`src/rtl/fcp_pkg.sv`:
```
package fcp_pkg;

    typedef enum logic {
        METRIC_FU_UTIL  = 1'b0,
        METRIC_READY    = 1'b1
    } metric_e;

    function automatic int unsigned len_bits(input int unsigned depth);
        return $clog2(depth + 1);
    endfunction

endpackage

```
`src/rtl/fcp_busy_detect.sv`:
```
module fcp_busy_detect
    import fcp_pkg::*;
#(
    parameter int MET_W = 5
) (
    input  metric_e            sel,
    input  logic [MET_W-1:0]   fu_cnt,
    input  logic [MET_W-1:0]   rdy_cnt,
    input  logic [MET_W-1:0]   busy_thr,
    output logic               busy_bit
);

    logic [MET_W-1:0] chosen;

    always_comb begin
        unique case (sel)
            METRIC_FU_UTIL: chosen = fu_cnt;
            METRIC_READY:   chosen = rdy_cnt;
            default:        chosen = fu_cnt;
        endcase
        busy_bit = (chosen > busy_thr);
    end

endmodule

```
`src/rtl/fcp_history.sv`:
```
module fcp_history #(
    parameter int HIST_MAX = 16
) (
    input  logic                clk,
    input  logic                rst_n,
    input  logic                bit_in,
    output logic [HIST_MAX-1:0] hist
);

    logic [HIST_MAX-1:0] hist_q;

    always_ff @(posedge clk or negedge rst_n) begin
        if (!rst_n) begin
            hist_q <= '0;
        end else begin
            hist_q <= {hist_q[HIST_MAX-2:0], bit_in};
        end
    end

    assign hist = hist_q;

    // newest sample lands at position 0
    a_r3_newest_at_zero: assert property (@(posedge clk) disable iff (!rst_n)
        $past(rst_n) |-> hist_q[0] == $past(bit_in));

    // older samples move up one place per cycle
    a_r3_slide_up: assert property (@(posedge clk) disable iff (!rst_n)
        $past(rst_n) |-> hist_q[HIST_MAX-1:1] == $past(hist_q[HIST_MAX-2:0]));

endmodule

```
`src/rtl/fcp_popcount.sv`:
```
module fcp_popcount #(
    parameter int HIST_MAX = 16,
    parameter int LEN_W    = 5
) (
    input  logic [HIST_MAX-1:0] hist,
    input  logic [LEN_W-1:0]    len_raw,
    output logic [LEN_W-1:0]    len_eff,
    output logic [LEN_W-1:0]    ones
);

    localparam logic [LEN_W-1:0] LEN_CAP = LEN_W'(HIST_MAX);

    logic [HIST_MAX-1:0] win_mask;

    always_comb begin
        len_eff = (len_raw > LEN_CAP) ? LEN_CAP : len_raw;
    end

    for (genvar g = 0; g < HIST_MAX; g++) begin : g_mask
        assign win_mask[g] = (LEN_W'(g) < len_eff);
    end

    always_comb begin
        ones = '0;
        for (int i = 0; i < HIST_MAX; i++) begin
            if (win_mask[i] && hist[i]) begin
                ones = ones + LEN_W'(1);
            end
        end
    end

endmodule

```
`src/rtl/fill_crit_predictor.sv`:
```
module fill_crit_predictor
    import fcp_pkg::*;
#(
    parameter int HIST_MAX = 16,
    parameter int MET_W    = 5,
    localparam int LEN_W   = len_bits(HIST_MAX)
) (
    input  logic              clk,
    input  logic              rst_n,
    input  logic              metric_sel,
    input  logic [MET_W-1:0]  fu_busy_cnt,
    input  logic [MET_W-1:0]  ready_cnt,
    input  logic [MET_W-1:0]  cfg_busy_thr,
    input  logic [LEN_W-1:0]  cfg_hist_len,
    input  logic [LEN_W-1:0]  cfg_crit_thr,
    input  logic              fill_req,
    output logic              place_main,
    output logic              place_ncb
);

    logic                busy_now;
    logic [HIST_MAX-1:0] hist;
    logic [LEN_W-1:0]    len_eff;
    logic [LEN_W-1:0]    ones_cnt;
    logic                tolerant;
    metric_e             sel_e;

    assign sel_e = metric_e'(metric_sel);

    fcp_busy_detect #(.MET_W(MET_W)) u_busy (
        .sel      (sel_e),
        .fu_cnt   (fu_busy_cnt),
        .rdy_cnt  (ready_cnt),
        .busy_thr (cfg_busy_thr),
        .busy_bit (busy_now)
    );

    fcp_history #(.HIST_MAX(HIST_MAX)) u_hist (
        .clk    (clk),
        .rst_n  (rst_n),
        .bit_in (busy_now),
        .hist   (hist)
    );

    fcp_popcount #(.HIST_MAX(HIST_MAX), .LEN_W(LEN_W)) u_pop (
        .hist    (hist),
        .len_raw (cfg_hist_len),
        .len_eff (len_eff),
        .ones    (ones_cnt)
    );

    always_comb begin
        tolerant   = (ones_cnt > cfg_crit_thr);
        place_ncb  = fill_req &&  tolerant;
        place_main = fill_req && !tolerant;
    end

    // the two placements exclude each other
    a_r9_exclusive: assert property (@(posedge clk) disable iff (!rst_n)
        !(place_main && place_ncb));

    // no placement without a request
    a_r9_idle_quiet: assert property (@(posedge clk) disable iff (!rst_n)
        !fill_req |-> (!place_main && !place_ncb));

    // every request gets exactly one placement
    a_r4_one_answer: assert property (@(posedge clk) disable iff (!rst_n)
        fill_req |-> (place_main != place_ncb));

    // the count never exceeds the clamped window
    a_r6_count_in_window: assert property (@(posedge clk) disable iff (!rst_n)
        ones_cnt <= len_eff);

    // an empty window counts nothing
    a_r6_empty_window: assert property (@(posedge clk) disable iff (!rst_n)
        (len_eff == '0) |-> (ones_cnt == '0));

    // history is empty on leaving reset
    a_r7_clear_after_reset: assert property (@(posedge clk) disable iff (!rst_n)
        $rose(rst_n) |-> (ones_cnt == '0));

endmodule

```
`config.mk`:
```
export PLATFORM = sky130hd
export DESIGN_NAME = fill_crit_predictor
export DESIGN_NICKNAME = d
export VERILOG_FILES = /design/src/rtl/fcp_pkg.sv /design/src/rtl/fcp_busy_detect.sv /design/src/rtl/fcp_history.sv /design/src/rtl/fcp_popcount.sv /design/src/rtl/fill_crit_predictor.sv
export SDC_FILE = /design/constraint.sdc
export NUM_CORES = 1
export LEC_CHECK = 0
export BUFFER_PORTS_ARGS = -buffer_cell sky130_fd_sc_hd__clkbuf_2
export CORE_UTILIZATION = 58
export CTS_CLUSTER_SIZE = 8
export DETAILED_ROUTE_END_ITERATION = 8
export MAX_ROUTING_LAYER = met4
export PLACE_DENSITY = 0.82
export SLEW_MARGIN = 20
export SYNTH_ARGS = -nofsm -noshare
export SYNTH_HDL_FRONTEND = slang
export SYNTH_SLANG_ARGS = --single-unit
```
`constraint.sdc`:
```
create_clock -name clk -period 11.4 [get_ports clk]
set_input_delay 0.57 -clock clk [delete_from_list [all_inputs] [get_ports clk]]
set_output_delay 0.57 -clock clk [all_outputs]
set_load 0.01 [all_outputs]
```
==> flow_summary.ini <==
[logic_synthesis]
synth-edff-count = 0
synth_area_leader_cell = dfrtp_1
synth_commonest_cells = ha_1 (25), inv_1 (24), nand2_1 (23), xnor2_1 (23), a21oi_1 (22)
synth_top_cell_area_share_pct = 13.8
ys_ff_latch = 16
yosys.area_share.adder_pct = 10.8
yosys-top-cells-area = dfrtp_1 (14%), ha_1 (11%), xnor2_1 (7.0%)
synthSimpleGateAreaFrac_pct = 17.4
synth_cell_types = 60
synth_top_flop_cell = dfrtp_1
netlist_instances = 341
synth_compound_area_share_pct = 22.6
syn-num-nets = 395
synthXorXnorAreaFrac_pct = 23.8
ys_seq_area_share_pct = 13.8
synth_top_family_by_area = XOR/XNOR gates
ys_async_sr_fraction_pct = 100
syn_area_um2 = 2890
yosys_warnings = 0
yosysMostFrequentCell = ha_1
synth_mux_area_share_pct = 6.23
synth.avg_cell_area_um2 = 8.48

[floorplanning]
die-area_um2 = 5270
die_h_um = 72.6
die_x_um = 72.6
core_um2 = 4750
start_util_pct = 60.8
boundaryPins = 31
num_rows = 25

[global_routing]
grt_pass1_vias = 2500
grt.total_usage_pct = 27.3
grt-ovfl-total = 0
antenna_found_initial = 0
grt_max_degree = 27
grt_pass1_wl_mm = 11.2

[worst_setup_path]
cp-start-kind = primary input
path_class = primary input to output pin
required_ps = 10830
critical_path_peak_fanout = 26
critPathMaxStageDelay_ps = 470
path_buf_inv = 4
cp_top_family = adder cells
crit_path_frequent_cell = ha_1
r2r_start = u_hist.hist[2]$_DFF_PN0_
cp.arrival_ps = 9930
critPathCaptureType = output pin
crit_start = cfg_hist_len[4]
cpMaxStageDelayCell = or3_1

[placed_design]
port_buffers = 30
dp_hpwl_mm = 5.02
gp_congestion = 0.909
dpl-instance-area_um2 = 3060

[cts]
clock-sinks = 16
root_buffer = clkbuf_8
numCtsBuffers = 3
clock_path_buffers = 2
hold_buffers = 0
insertion_delay_ps = 250
cts-htree-levels = 1
tritoncts = done
clk_pin_slew_ps = 70

[sta]
fin_crit_sh_pct = 92.1
setup_viol = 0
relSlewSlack_pct = 58.0
fin_skew_ps = 2.21
rsz0062_at_grt = false
tns_ps = 0
min_period_ps = 10500
worstMarginPinSlew_ps = 624
timing_hold_violations_final = 0
finalMaxSlewViolations = 0
fmax_mhz = 95.3

[hold_path]
hp-class = primary input to asynchronous set/reset pin

[final_layout]
largest_reg_flops = 16
fillers = 420
finalNetCount = 419
design_area_um2 = 3130
drive_gt1_share_pct = 17.3
antennaDiodeCount = 0
area_growth_pct = 8.30

[routing]
wl_mm = 6.23
ant_nets = 0
drtPass1Iterations = 4
vias = 2554
viasPerCell = 5.93
first_iter_violations = 124
drc_errors = 0
wl_per_cell_um = 14.5

[job]
max-cap-violations = 0

[outcome]
status = complete, no violations
==> final cells by class <==
class	count	area, µm²	share of cell area, %
Inverter	24	90.1	2.88
Sequential cell	16	400	12.8
Multi-Input combinational cell	290	2350	75.1
Tap cell	67	83.8	2.68
Clock buffer	4	55.1	1.76
Timing Repair Buffer	30	150	4.79
==> metal layers <==
metal	part of all wire (%)	GRT usage [%]
met2	49	45.2
met3	2.8	3.45
met1	46	35.8
met4	1.5	6.32
met5	0	-
==> kinds of logic after synthesis <==
kind of cell,count (synthesis)
simple gates,100
mux,17
flops,16
fa+ha+maj,25
compound gates,93
xor+xnor,55
buf+inv,35
==> repair_timing <==
item,in CTS,in global routing
endpoints found under the setup margin,0,2
endpoints found under the hold margin,0,0
buffers inserted,0,0
gates resized for setup,0,3
==> path summary, 6_finish.rpt <==
kind | slack, ps | to | cells past startpoint
worst max-delay path | 900 | place_ncb | 48
worst min-delay path | 230 | u_hist.hist[6]$_DFF_PN0_ | 1
worst max register to register | 10740 | u_hist.hist[3]$_DFF_PN0_ | 0
worst min register to register | 370 | u_hist.hist[14]$_DFF_PN0_ | 0
max in group asynchronous | 10890 | u_hist.hist[14]$_DFF_PN0_ | 1
min in group clk | 370 | u_hist.hist[14]$_DFF_PN0_ | 0
==> layout by cell type, fill, tap and decap left out, drive strengths merged, types with 3 or more instances in the layout <==
cell type   n
o31ai       3
nand4       5
and3        7
mux2        5
inv        24
xnor2      31
o21ai      18
nor2       20
clkbuf     33
ha         25
nand2      23
a211oi      3
dfrtp      16
nand2b      5
xor2       17
a21oi      22
a211o       3
nor3        9
mux2i      12
o41ai       3
xnor3       6
nor2b       4
o22ai       4
o211ai      5
o21a       12
nor4        4
or3         3
and2        5
nand3      10
a31oi       5
==> through the flow <==
step / utilization, % / hold slack (ps) / setup WS [ps] / std cells
2_1_floorplan: - / 274 / 1730 / 341
3_3_place_gp: 64.4 / 357 / 1060 / 427
3_5_place_dp: 64.4 / 359 / 714 / 427
4_1_cts: 65.6 / 240 / 700 / 431
5_1_grt: 65.9 / 264 / 85.9 / 431
6_report: 65.9 / 228 / 904 / 431
Power is not shown: default switching activity piles up to over one toggle a cycle in this logic, so the estimate is an artifact.
